<file path="config.mk">
export PLATFORM = sky130hd
export DESIGN_NAME = ec_msg_len_decoder
export DESIGN_NICKNAME = d
export VERILOG_FILES = /design/src/rtl/ec_msg_len_decoder.sv
export SDC_FILE = /design/constraint.sdc
export NUM_CORES = 1
export LEC_CHECK = 0
export BUFFER_PORTS_ARGS = -buffer_cell sky130_fd_sc_hd__buf_2
export CORE_UTILIZATION = 40
export CTS_BUF_LIST = sky130_fd_sc_hd__clkbuf_4
export CTS_CLUSTER_SIZE = 16
export DETAILED_ROUTE_END_ITERATION = 10
export MAX_ROUTING_LAYER = met4
export PLACE_DENSITY = 0.68
export SYNTH_ARGS = -nofsm -noshare
export SYNTH_HDL_FRONTEND = slang
export SYNTH_SLANG_ARGS = --single-unit
</file>
<file path="constraint.sdc">
create_clock -name clk -period 3.4 [get_ports clk]
set_input_delay 0.85 -clock clk [delete_from_list [all_inputs] [get_ports clk]]
set_output_delay 0.85 -clock clk [all_outputs]
set_load 0.02 [all_outputs]
</file>
<file path="src/rtl/ec_msg_len_decoder.sv">
module ec_msg_len_decoder #(
  parameter int CNT_W = 9
) (
  input  logic       clk,
  input  logic       rst_n,
  input  logic       rx_valid,
  input  logic [7:0] rx_byte,
  input  logic       xfer_end,
  output logic [8:0] exp_len,
  output logic       res_valid,
  output logic       res_complete,
  output logic       res_event,
  output logic [7:0] res_type,
  output logic       res_err,
  output logic       res_sysevt,
  output logic       res_done
);
  localparam logic [CNT_W-1:0] CNT_MAX = {CNT_W{1'b1}};

  logic [CNT_W-1:0] cnt;
  logic [7:0] hdr0, hdr1, hdr3;
  logic       is_evt;
  logic [1:0] size_cls;
  logic       whole;

  assign is_evt   = hdr0[7];
  assign size_cls = hdr0[6:5];

  always_ff @(posedge clk) begin
    if (!rst_n || xfer_end) begin
      cnt  <= '0;
      hdr0 <= '0;
      hdr1 <= '0;
      hdr3 <= '0;
    end else if (rx_valid) begin
      if (cnt != CNT_MAX) cnt <= cnt + 1'b1;
      if (cnt == CNT_W'(0)) hdr0 <= rx_byte;
      if (cnt == CNT_W'(1)) hdr1 <= rx_byte;
      if (cnt == CNT_W'(3)) hdr3 <= rx_byte;
    end
  end

  always_comb begin
    if (cnt == '0)
      exp_len = '0;
    else if (!is_evt || size_cls == 2'b10)
      exp_len = {1'b0, hdr1} + 9'd2;
    else if (size_cls == 2'b00)
      exp_len = 9'd2;
    else if (size_cls == 2'b01)
      exp_len = 9'd3;
    else
      exp_len = 9'd0;
  end

  assign whole = (cnt != '0) && (32'(cnt) == 32'(exp_len));

  always_ff @(posedge clk) begin
    if (!rst_n) begin
      res_valid    <= 1'b0;
      res_complete <= 1'b0;
      res_event    <= 1'b0;
      res_type     <= '0;
      res_err      <= 1'b0;
      res_sysevt   <= 1'b0;
      res_done     <= 1'b0;
    end else begin
      res_valid    <= xfer_end;
      res_complete <= xfer_end && whole;
      res_event    <= xfer_end && is_evt;
      res_type     <= xfer_end ? (hdr0 & 8'h8F) : 8'h00;
      res_err      <= xfer_end && whole && !is_evt && (hdr3 != 8'h00);
      res_sysevt   <= xfer_end && is_evt && (hdr0[3:0] == 4'd5);
      res_done     <= xfer_end && whole && !is_evt;
    end
  end
endmodule


</file>
**Word level (Yosys, flattened, before mapping)**

Cells that the tools add are included.

- $add $sub $neg: 2
- Order comparisons: 0
- Div/mod/pow operators: 0
- Eq/ne operators: 7
- Shift operators: 0
- Muxes and demuxes: 4
- Reduce and logical (&&, ||, !) cells: 19
- $mul: 0
- Bitwise gates (word level): 0

Operator list:

| operator | number |
|---|---|
| $mux 9 | 2 |
| $reduce_and 2->1 | 5 |
| $add 8x2->9 const B | 1 |
| $add 9x1->9 const B | 1 |
| $eq 9x1->1 const B | 1 |
| $eq 9x2->1 const B | 1 |
| $eq 9x9->1 | 1 |
| $logic_not 9->1 | 1 |
| $ne 9x9->1 const B | 1 |
| $reduce_bool 9->1 | 1 |
| $reduce_bool 8->1 | 1 |
| $logic_and 1x1->1 | 6 |
| $eq 4x3->1 const B | 1 |
| $mux 2 | 2 |
| $eq 2x1->1 const B | 1 |
| $eq 2x2->1 const B | 1 |
| $logic_not 1->1 | 2 |
| $logic_not 2->1 | 1 |
| $logic_or 1x1->1 | 2 |

- ROM bits: 0
- Output and inout bits: 23
- Memories kept: 0
- Latch bits: 0
- RAM bits: 0
- Input port bits: 12
- Word-level logic and storage cells: 44
- Register bits: 47

**Logic depth before layout (Yosys ltp)**

Gate-level depths: netlist of run 1.

- Depth in word-level cells: 10
- Depth in mapped cells: 10
- Depth with buffers taken out: 9

**Least setup slack after synthesis of run 1**

No wires, ideal clock.

- Path kind: reg-to-output
- Start point: register cnt[0]
- End point: output port exp_len[0]
- Arrival: 1.564 ns
- Setup slack: 0.986 ns
- Cell stages (with the launch flop): 6
- Required time: 2.550 ns
- Cell sequence: dfxtp_1 > inv_1 > ha_1 > nor4b_2 > nand2_2 > a21boi_0

- Longest elaborated chain between the ends: 2

RTL lines:

| item | line | RTL |
|---|---|---|
| start: declaration | 20 | `logic [CNT_W-1:0] cnt;` |
| start signal: assignment | 36 | `if (cnt != CNT_MAX) cnt <= cnt + 1'b1;` |
| $logic_not 9->1 | 44 | `if (cnt == '0)` |
| $mux 9 | 44 |  |
| end: declaration | 9 | `output logic [8:0] exp_len,` |

No other way between the ends.

**Worst setup path after layout of run 1**

- Start point: register cnt[0]
- End point: output port exp_len[5]

Same word-level chain as after synthesis.

==> results by group, run 1 <==
Timing
  • Final Hold Fails: 0
  • Worst Tran Pin Value: 623 ps
  • Setup repair after global routing missed its margin: no
  • Final Skew: 3.36 ps
  • Setup TNS: 0 ps
  • Worst hold margin: 466 ps
  • Max-slew violations: 0
  • Min cycle time layout: 2930 ps
  • Final setup viols: 0
  • Max_slew headroom: 58.2%
  • Max Fclk: 342 MHz
  • Fin crit share: 86.1%

Clock tree
  • Post-CTS Setup Inserts: 0
  • CTS Buffer Depth: 2
  • Hold buffers post-CTS: 0
  • Post-cts resize count: 0
  • H-tree depth: 2
  • Cts bufs inserted: 5
  • Clock Latency Late Sink: 350 ps
  • Clock root cell: clkbuf_4
  • CTS sink cnt: 43
  • Clock slew at reported path FFs: 130 ps
  • CTS tree: yes

Run
  • Max Cap Viol: 0

Yosys
  • Post-synthesis sequential area ratio: 42.3%
  • Synth cell types: 43
  • Flops & latches, synth: 43
  • Yosys warns: 0
  • Syn Area/Cell: 8.28 µm²
  • Post-Syn Instances: 246
  • Mapped cell area: 2040 µm²

Place
  • IO buf count: 31
  • Post-detail-place hpwl: 3.23 mm
  • Placed cells: 335
  • Final GP Congestion: 0.919

Global route
  • Met1 usage: 24.1%
  • GR Util met3: 3.84%
  • Largest net degree at the start of global routing: 33
  • First-pass GRT wire length: 7.29 mm
  • Met2 Track Usage GR: 28.7%
  • Grt peak-use layer: met2
  • Tot GR Track Use: 18.5%
  • Global route total overflow: 0
  • Initial antenna violation count: 0
  • Vias in the first global route: 1498

Critical path
  • Worst reg-to-reg setup slack: 1000 ps
  • WP data arrival: 2080 ps
  • Reg2reg path depth: 7
  • R2r endpoint: res_err$_SDFF_PN0_
  • Crit-path max FO: 8
  • Reg2reg start: cnt[0]$_SDFFE_PP0P_
  • Kind of critical path: reg2out
  • Worst path buffer plus inverter count: 2
  • Critical path startpoint category: register
  • Setup crit end kind: output pin
  • Delay-heaviest family, CP: flip-flops
  • Crit path depth: 6
  • Crit-path cells: inv_1 -> ha_1 -> nor4b_2 -> a22o_2 -> nor2_1 -> buf_2
  • Worst path max stage delay: 470 ps
  • CP required: 2550 ps
  • CP max-delay cell: dfxtp_1

Floorplan
  • IO Count: 35
  • DIE WIDTH: 73.3 µm
  • Core area: 4820 µm²
  • Die Ht: 73.3 µm
  • Die area: 5380 µm²
  • Row count: 25
  • Initial Utilization: 42.3%

Finish
  • Final core occ: 47.1%
  • Non-Filler Instances: 342
  • N_diodes: 0
  • Nets: 292
  • Layout overhead on the synthesized area: 11.6%
  • Layout cell share with drive strength beyond 1: 17.5%

Drt
  • Avg WL per Cell: 13.2 µm
  • First drt pass iteration count: 5
  • Post-route ant nets: 0
  • Total number of vias: 1744
  • Drt drc: 0
  • Detailed Route Iter0 Violations: 122
  • Final WL: 4.52 mm
  • Drt via density: 5.10

Outcome
  • Status: finished, final reports clean

Pwr
  • Pleak: 0.000892 µW
  • Pwr per Cell Area: 365 nW/µm²
  • Largest vdd supply drop: 0.000136 V
  • Pwr Total: 830 µW

Worst hold path
  • Hold Path End: hdr3[3]$_SDFFE_PP0P_
  • Hold Crit Class: reg2reg
  • Hold Crit Start: hdr3[3]$_SDFFE_PP0P_
  • Hold depth: 2
==> final cells by class <==
class                      count  area, µm²
clock inverter                 2       13.8
tap                           67       83.8
inverter                       4       15.0
sequential                    43        861
clock buffer                   5       37.5
timing repair buffer          33        170
fill                         498       2550
multi-input combinational    188       1090
==> worst min-delay path, delay by kind of cell, from the launching register on <==
family	cells	cell delay, ps
AOI/OAI and AO/OA	1	50
and+or+nand+nor	1	50
DFF	1	330
==> kinds of logic after synthesis <==
kind of cell,synth area share (%)
DFF,42.3
xor gates and xnor gates,6.88
AOI/OAI and AO/OA,12.5
and+or+nand+nor,30.0
other,0.184
muxes,0.492
buffers and inverters,4.55
adders and majority gates,3.07
==> state kept, by name (all words and copies together) (netlist names) <==
register      cells
res_sysevt        1
hdr1              8
res_valid         1
res_complete      1
res_type          5
hdr3              8
res_done          1
res_event         1
cnt               9
res_err           1
hdr0              7
==> placed cells by master (no fill, tap or decap), types with 3 or more instances in the layout <==
cell type / netlist / final
and2_1: 5 / 5
clkbuf_4: 0 / 5
inv_1: 4 / 4
conb_1: 1 / 3
and3_1: 7 / 7
xnor2_1: 7 / 7
buf_2: 2 / 31
a21oi_1: 30 / 30
nor4_1: 4 / 4
nand3_1: 4 / 4
nand2b_1: 3 / 3
nand4_1: 5 / 5
nor2_1: 16 / 16
nand2_1: 60 / 60
xor2_1: 9 / 9
dfxtp_1: 43 / 43
ha_1: 5 / 5
==> Yosys cell counts, drive strengths merged <==
| library cell | instances | area [µm²] |
|---|---|---|
| and2 | 5 | 31.3 |
| dfxtp | 43 | 861 |
| nand2b | 3 | 18.8 |
| nor2b | 2 | 12.5 |
| nand2 | 61 | 231 |
| clkbuf | 6 | 22.5 |
| a221o | 1 | 10.0 |
| a22o | 1 | 10.0 |
| inv | 4 | 15.0 |
| o21ai | 2 | 10.0 |
| or3 | 2 | 12.5 |
| nand3 | 4 | 20.0 |
| nand4 | 5 | 31.3 |
| buf | 7 | 55.1 |
| xor2 | 9 | 78.8 |
| o31a | 1 | 8.76 |
| a311o | 1 | 10.0 |
| nor2 | 17 | 66.3 |
| and4 | 2 | 17.5 |
| nor4bb | 1 | 10.0 |
| a21bo | 1 | 10.0 |
| a211oi | 1 | 7.51 |
| mux2i | 1 | 10.0 |
| nand4b | 1 | 8.76 |
| ha | 5 | 62.6 |
| a21boi | 1 | 7.51 |
| a311oi | 1 | 8.76 |
| a21o | 2 | 15.0 |
| a21oi | 30 | 150 |
| nor4b | 3 | 38.8 |
| nor4 | 5 | 46.3 |
| conb | 1 | 3.75 |
| and3 | 8 | 55.1 |
| and4b | 1 | 10.0 |
| o21a | 1 | 7.51 |
| xnor2 | 7 | 61.3 |
==> per-stage QoR <==
stage          instance area, µm²  worst slack (ps)
6_report                     2270               474
5_1_grt                      2270               395
4_1_cts                      2270               491
3_5_place_dp                 2220               904
3_3_place_gp                 2220               973
2_1_floorplan                2040               986
==> per-layer routing <==
metal / wire [µm] / up-vias
met5: 0 / -
met4: 69 / 0
met3: 208 / 7
met2: 2050 / 49
met1: 2200 / 801
li1: - / 887
==> worst max-delay path by stage <==
stage                   startpoint    endpoint  slack (ps)
3_3_place_gp   cnt[0]$_SDFFE_PP0P_  exp_len[5]         970
6_report       cnt[0]$_SDFFE_PP0P_  exp_len[5]         470
3_5_place_dp   cnt[0]$_SDFFE_PP0P_  exp_len[5]         900
5_1_grt        cnt[0]$_SDFFE_PP0P_  exp_len[0]         400
2_1_floorplan  cnt[0]$_SDFFE_PP0P_  exp_len[0]         990
4_1_cts        cnt[0]$_SDFFE_PP0P_  exp_len[5]         490
==> report_power, final <==
group	internal [µW]	total, µW	switching (µW)	leakage [µW]
Sequential	510	516	5.78	0.000348
Clock	77.1	247	170	0.0000310
Combinational	22.9	66.6	43.7	0.000514
Total	610	830	220	0.000892
No activity file was read; power rests on OpenSTA's default activity.
==> run 2: changes to the inputs <==
Settings changed: CORE_ASPECT_RATIO set to 1.2, GPL_ROUTABILITY_DRIVEN set to 1.
==> results by group, run 2 (synthesis results as in run 1) <==
Outcome
  • Status: finished, final reports clean

Global route
  • Initial antenna violation count: 0 (unchanged)
  • Vias in the first global route: 1618 (+8.0%)
  • Largest net degree at the start of global routing: 33 (unchanged)
  • Tot GR Track Use: 19.0% (+0.57 points)
  • First-pass GRT wire length: 7.51 mm (+2.9%)
  • Global route total overflow: 0 (unchanged)

Critical path
  • Critical path startpoint category: register
  • Crit-path max FO: 8 (unchanged)
  • CP required: 2550 ps (about the same)
  • Reg2reg path depth: 7 (unchanged)
  • WP data arrival: 2000 ps (-80 ps)
  • Kind of critical path: reg2out
  • Setup crit end kind: output pin

Timing
  • Final WS setup: 550 ps (+75.7 ps)
  • Fin crit share: 83.8% (-2.2 points)
  • Min cycle time layout: 2850 ps (-75.7 ps)
  • Setup repair after global routing missed its margin: no
  • Setup TNS: 0 ps (unchanged)
  • Max_slew headroom: 59.8% (+1.6 points)
  • Max-slew violations: 0 (unchanged)
  • Max Fclk: 351 MHz (+2.7%)
  • Final Skew: 10.0 ps (+6.65 ps)
  • Worst Tran Pin Value: 598 ps (-24.3 ps)
  • Final setup viols: 0 (unchanged)
  • Final Hold Fails: 0 (unchanged)

Pwr
  • Pleak: 0.000899 µW (+0.70%)
  • Pwr Total: 901 µW (+8.6%)
  • Largest vdd supply drop: 0.000176 V (+29%)
  • Pwr per Cell Area: 394 nW/µm² (+7.9%)

Drt
  • Post-route ant nets: 0 (unchanged)
  • Drt via density: 5.28 (+3.6%)
  • Final WL: 4.52 mm (about the same)
  • First drt pass iteration count: 4 (-1)
  • Total number of vias: 1769 (+1.4%)
  • Drt drc: 0 (unchanged)
  • Avg WL per Cell: 13.5 µm (+2.1%)
  • Detailed Route Iter0 Violations: 82 (-33%)

Finish
  • Final core occ: 46.6% (-0.54 points)
  • Layout cell share with drive strength beyond 1: 17.5% (unchanged)
  • Design area: 2290 µm² (+0.66%)
  • Commonest cells after routing, fill and taps aside: nand2_1, dfxtp_1, buf_2, a21oi_1, nor2_1
  • Filler cell count: 515 (+3.4%)
  • Reg with most FFs: cnt
  • Max reg flops: 9 (unchanged)
  • Layout overhead on the synthesized area: 12.3%
  • N_diodes: 0 (unchanged)
  • Most common cell after layout, fill and taps aside: nand2_1
  • Nets: 292 (unchanged)
  • Biggest regs: cnt: 9 flops, hdr1: 8 flops, hdr3: 8 flops

Clock tree
  • Cts bufs inserted: 5 (unchanged)
  • Post-cts resize count: 0 (unchanged)
  • Clock slew at reported path FFs: 130 ps (about the same)
  • Clock Latency Late Sink: 360 ps (about the same)
  • Post-CTS Setup Inserts: 0 (unchanged)
  • Clock root cell: clkbuf_4
  • Hold buffers post-CTS: 0 (unchanged)
  • CTS Buffer Depth: 2 (unchanged)
  • CTS tree: yes
  • CTS sink cnt: 43 (unchanged)
  • H-tree depth: 2 (unchanged)

Worst hold path
  • Hold Crit Class: reg2reg
  • Hold depth: 2 (unchanged)

Floorplan
  • Core area: 4900 µm² (+1.8%)
  • IO Count: 35 (unchanged)
  • Die area: 5380 µm² (about the same)
  • Initial Utilization: 41.5% (-0.75 points)
  • Row count: 28 (+12%)
  • DIE WIDTH: 67.1 µm (-8.5%)
  • Die Ht: 80.2 µm (+9.3%)

Place
  • Placed Area: 2210 µm² (-0.39%)
  • Post-detail-place hpwl: 3.39 mm (+4.8%)
  • Worst slack, placed: 929 ps (+25.2 ps)
  • Final GP Congestion: 0.902 (-1.8%)
  • IO buf count: 31 (unchanged)

Run
  • Max Cap Viol: 0 (unchanged)
## run 2: changes by cell type in the layout (fill, tap and decap cells not counted)
cell        change
clkinv_4        -1
bufinv_16       +1
clkinv_2        -1
clkinvlp_4      +1
## run 2: path summary, 6_finish.rpt
path / from / slack [ps] / end
setup reg to reg: cnt[0]$_SDFFE_PP0P_ / 1080 / res_done$_SDFF_PN0_
hold reg to reg: hdr3[5]$_SDFFE_PP0P_ / 460 / hdr3[5]$_SDFFE_PP0P_
hold / removal: hdr3[5]$_SDFFE_PP0P_ / 460 / hdr3[5]$_SDFFE_PP0P_
setup / recovery: cnt[0]$_SDFFE_PP0P_ / 550 / exp_len[5]
## run 2: routing by layer
layer	global-route usage [%]	part of all wire [%]	vias up	wire length, µm
met5	-	0	-	0
met4	6.38	1.6	0	74
met3	3.98	3.7	8	166
met2	32.0	50	46	2260
met1	22.1	45	832	2020
li1	-	-	883	-
## run 2: where the power goes
group / switching, µW / internal [µW] / total, µW
logic: 43.0 / 22.9 / 65.8
registers: 5.77 / 510 / 516
clock network: 169 / 151 / 319
total: 217 / 684 / 901
## run 2: worst max-delay path: stages, from the launching register on
cell and delay [ps]:
dfxtp_1 470, inv_1 70, ha_1 230, nor4b_2 180, a22o_2 310, nor2_1 190
buf_2 190
## run 2: stage by stage
step / hold slack, ps / cells
after floorplan: 426 / 248
after global placement: 441 / 328
after detailed placement: 444 / 328
after CTS: 462 / 335
after global routing: 481 / 335
final: 462 / 335
## run 2: layout make-up
class / instances / area [µm²] / share of cell area (%)
Clock buffer: 5 / 37.5 / 1.64
Clock inverter: 2 / 37.5 / 1.64
Inverter: 4 / 15.0 / 0.657
Multi-Input combinational cell: 188 / 1090 / 47.7
Sequential cell: 43 / 861 / 37.7
Tap cell: 60 / 75.1 / 3.28
Timing Repair Buffer: 33 / 170 / 7.44
==> run 3: changes to the inputs <==
Clock period 3.4 ns to 3 ns, I/O delays scaled along.
==> results by group, run 3 (synthesis results as in run 1) <==
Pwr
  • Pwr per Cell Area: 417 nW/µm² (+5.9%)
  • Pleak: 0.000885 µW (-1.5%)
  • Largest vdd supply drop: 0.000166 V (-5.6%)

Clock tree
  • CTS Buffer Depth: 2 (unchanged)
  • Clock root cell: clkbuf_4
  • Clock Latency Late Sink: 350 ps (about the same)
  • Hold buffers post-CTS: 0 (unchanged)
  • CTS sink cnt: 43 (unchanged)
  • CTS tree: yes
  • Post-CTS Setup Inserts: 0 (unchanged)
  • Cts bufs inserted: 5 (unchanged)
  • Post-cts resize count: 0 (unchanged)
  • Clock slew at reported path FFs: 130 ps (about the same)
  • H-tree depth: 2 (unchanged)

Timing
  • Max-slew violations: 0 (unchanged)
  • Final Skew: 8.35 ps (-1.66 ps)
  • Final Hold Fails: 0 (unchanged)
  • Min cycle time layout: 2810 ps
  • Max Fclk: 356 MHz
  • Setup repair after global routing missed its margin: no
  • Worst Tran Pin Value: 570 ps (-28.0 ps)
  • Max_slew headroom: 61.7% (+1.9 points)
  • Setup TNS: 0 ps (unchanged)
  • Fin crit share: 93.8%
  • Final WS setup: 187 ps (-363 ps)
  • Final setup viols: 0 (unchanged)

Global route
  • Vias in the first global route: 1607 (-0.68%)
  • Tot GR Track Use: 18.5% (-0.55 points)
  • Initial antenna violation count: 0 (unchanged)
  • First-pass GRT wire length: 7.40 mm (-1.5%)
  • Global route total overflow: 0 (unchanged)
  • Largest net degree at the start of global routing: 33 (unchanged)

Drt
  • Final WL: 4.47 mm (-1.1%)
  • First drt pass iteration count: 5 (+1)
  • DR WL met3: 189 µm (+14%)
  • Met2 wire len: 2.16 mm (-4.3%)
  • Drt drc: 0 (unchanged)
  • Top Layer Used: met4
  • Post-route ant nets: 0 (unchanged)
  • Drt via density: 5.15 (-2.4%)
  • Total number of vias: 1726 (-2.4%)
  • WL met1: 2.05 mm (+1.3%)
  • Detailed Route Iter0 Violations: 77 (-6.1%)
  • Avg WL per Cell: 13.3 µm (-1.1%)

Finish
  • N_diodes: 0 (unchanged)
  • Layout overhead on the synthesized area: 11.1%
  • Commonest cells after routing, fill and taps aside: nand2_1, dfxtp_1, buf_2, a21oi_1, nor2_1
  • Max reg flops: 9 (unchanged)
  • Filler cell count: 523 (+1.6%)
  • Layout cell share with drive strength beyond 1: 17.1% (-0.36 points)
  • Most common cell after layout, fill and taps aside: nand2_1
  • Nets: 291 (-0.34%)
  • Register area: 861 µm² (unchanged)
  • Final core occ: 46.1% (-0.51 points)
  • Reg with most FFs: cnt
  • Multi-input gate area: 1090 µm² (unchanged)
  • Biggest regs: cnt: 9 flops, hdr1: 8 flops, hdr3: 8 flops

Floorplan
  • Die area: 5380 µm² (unchanged)
  • Die Ht: 80.2 µm (unchanged)
  • Core area: 4900 µm² (unchanged)
  • Row count: 28 (unchanged)
  • DIE WIDTH: 67.1 µm (unchanged)
  • Initial Utilization: 41.5% (unchanged)
  • IO Count: 35 (unchanged)

Critical path
  • WP data arrival: 2060 ps (+60 ps)
  • Critical path startpoint category: register
  • Crit-path max FO: 8 (unchanged)
  • Setup crit end kind: output pin
  • CP required: 2250 ps (-300 ps)
  • Kind of critical path: reg2out

Place
  • Final GP Congestion: 0.879 (-2.5%)
  • Worst slack, placed: 588 ps (-340 ps)
  • Post-detail-place hpwl: 3.30 mm (-2.6%)
  • IO buf count: 31 (unchanged)

Run
  • Max Cap Viol: 0 (unchanged)

Outcome
  • Status: finished, final reports clean

Worst hold path
  • Hold Crit Class: reg2reg
-- run 3: changes by cell type in the layout (fill, tap and decap cells not counted) --
cell	previous run	this run
buf_4	2	1
clkinv_4	0	1
bufinv_16	1	0
clkinv_1	0	1
-- run 3: power breakdown --
group | internal (µW) | switching, µW | total [µW]
combinational | 25.1 | 48.7 | 73.9
clock | 90.1 | 195 | 285
sequential | 578 | 6.68 | 585
-- run 3: per-stage QoR --
stage	area [µm²]	hold slack, ps	power, µW	std cells
floorplan	2040	426	648	248
global placement	2200	440	670	327
detailed placement	2200	448	671	327
CTS	2260	466	958	335
global route	2260	486	985	335
finish	2260	461	943	335
-- run 3: area by class of cell --
class / count / share of cell area, %
multi-input cells: 188 / 48.2
flip-flops and latches: 43 / 38.1
repair buffers: 32 / 7.19
well taps: 60 / 3.32
clock buffers: 5 / 1.66
clock inverters: 3 / 0.885
inverters: 4 / 0.664
-- run 3: layer usage --
layer  GRT usage, %  up-vias
met4           8.30        0
li1               -      886
met5              -        -
met1           22.3      784
met3           2.84        7
met2           29.8       49
-- run 3: final timing paths --
check,from,end,slack (ps),cells past startpoint
hold / removal,hdr3[6]$_SDFFE_PP0P_,hdr3[6]$_SDFFE_PP0P_,460,2
setup / recovery,cnt[0]$_SDFFE_PP0P_,exp_len[5],190,6
setup reg to reg,cnt[0]$_SDFFE_PP0P_,cnt[7]$_SDFFE_PP0P_,580,8
hold reg to reg,hdr3[6]$_SDFFE_PP0P_,hdr3[6]$_SDFFE_PP0P_,460,2
-- run 3: critical path, stage by stage, from the launching register on --
cell and delay [ps]:
dfxtp_1 480, inv_1 80, ha_1 230, nor4b_2 180, a22o_2 310, nor2_1 230, buf_2 210
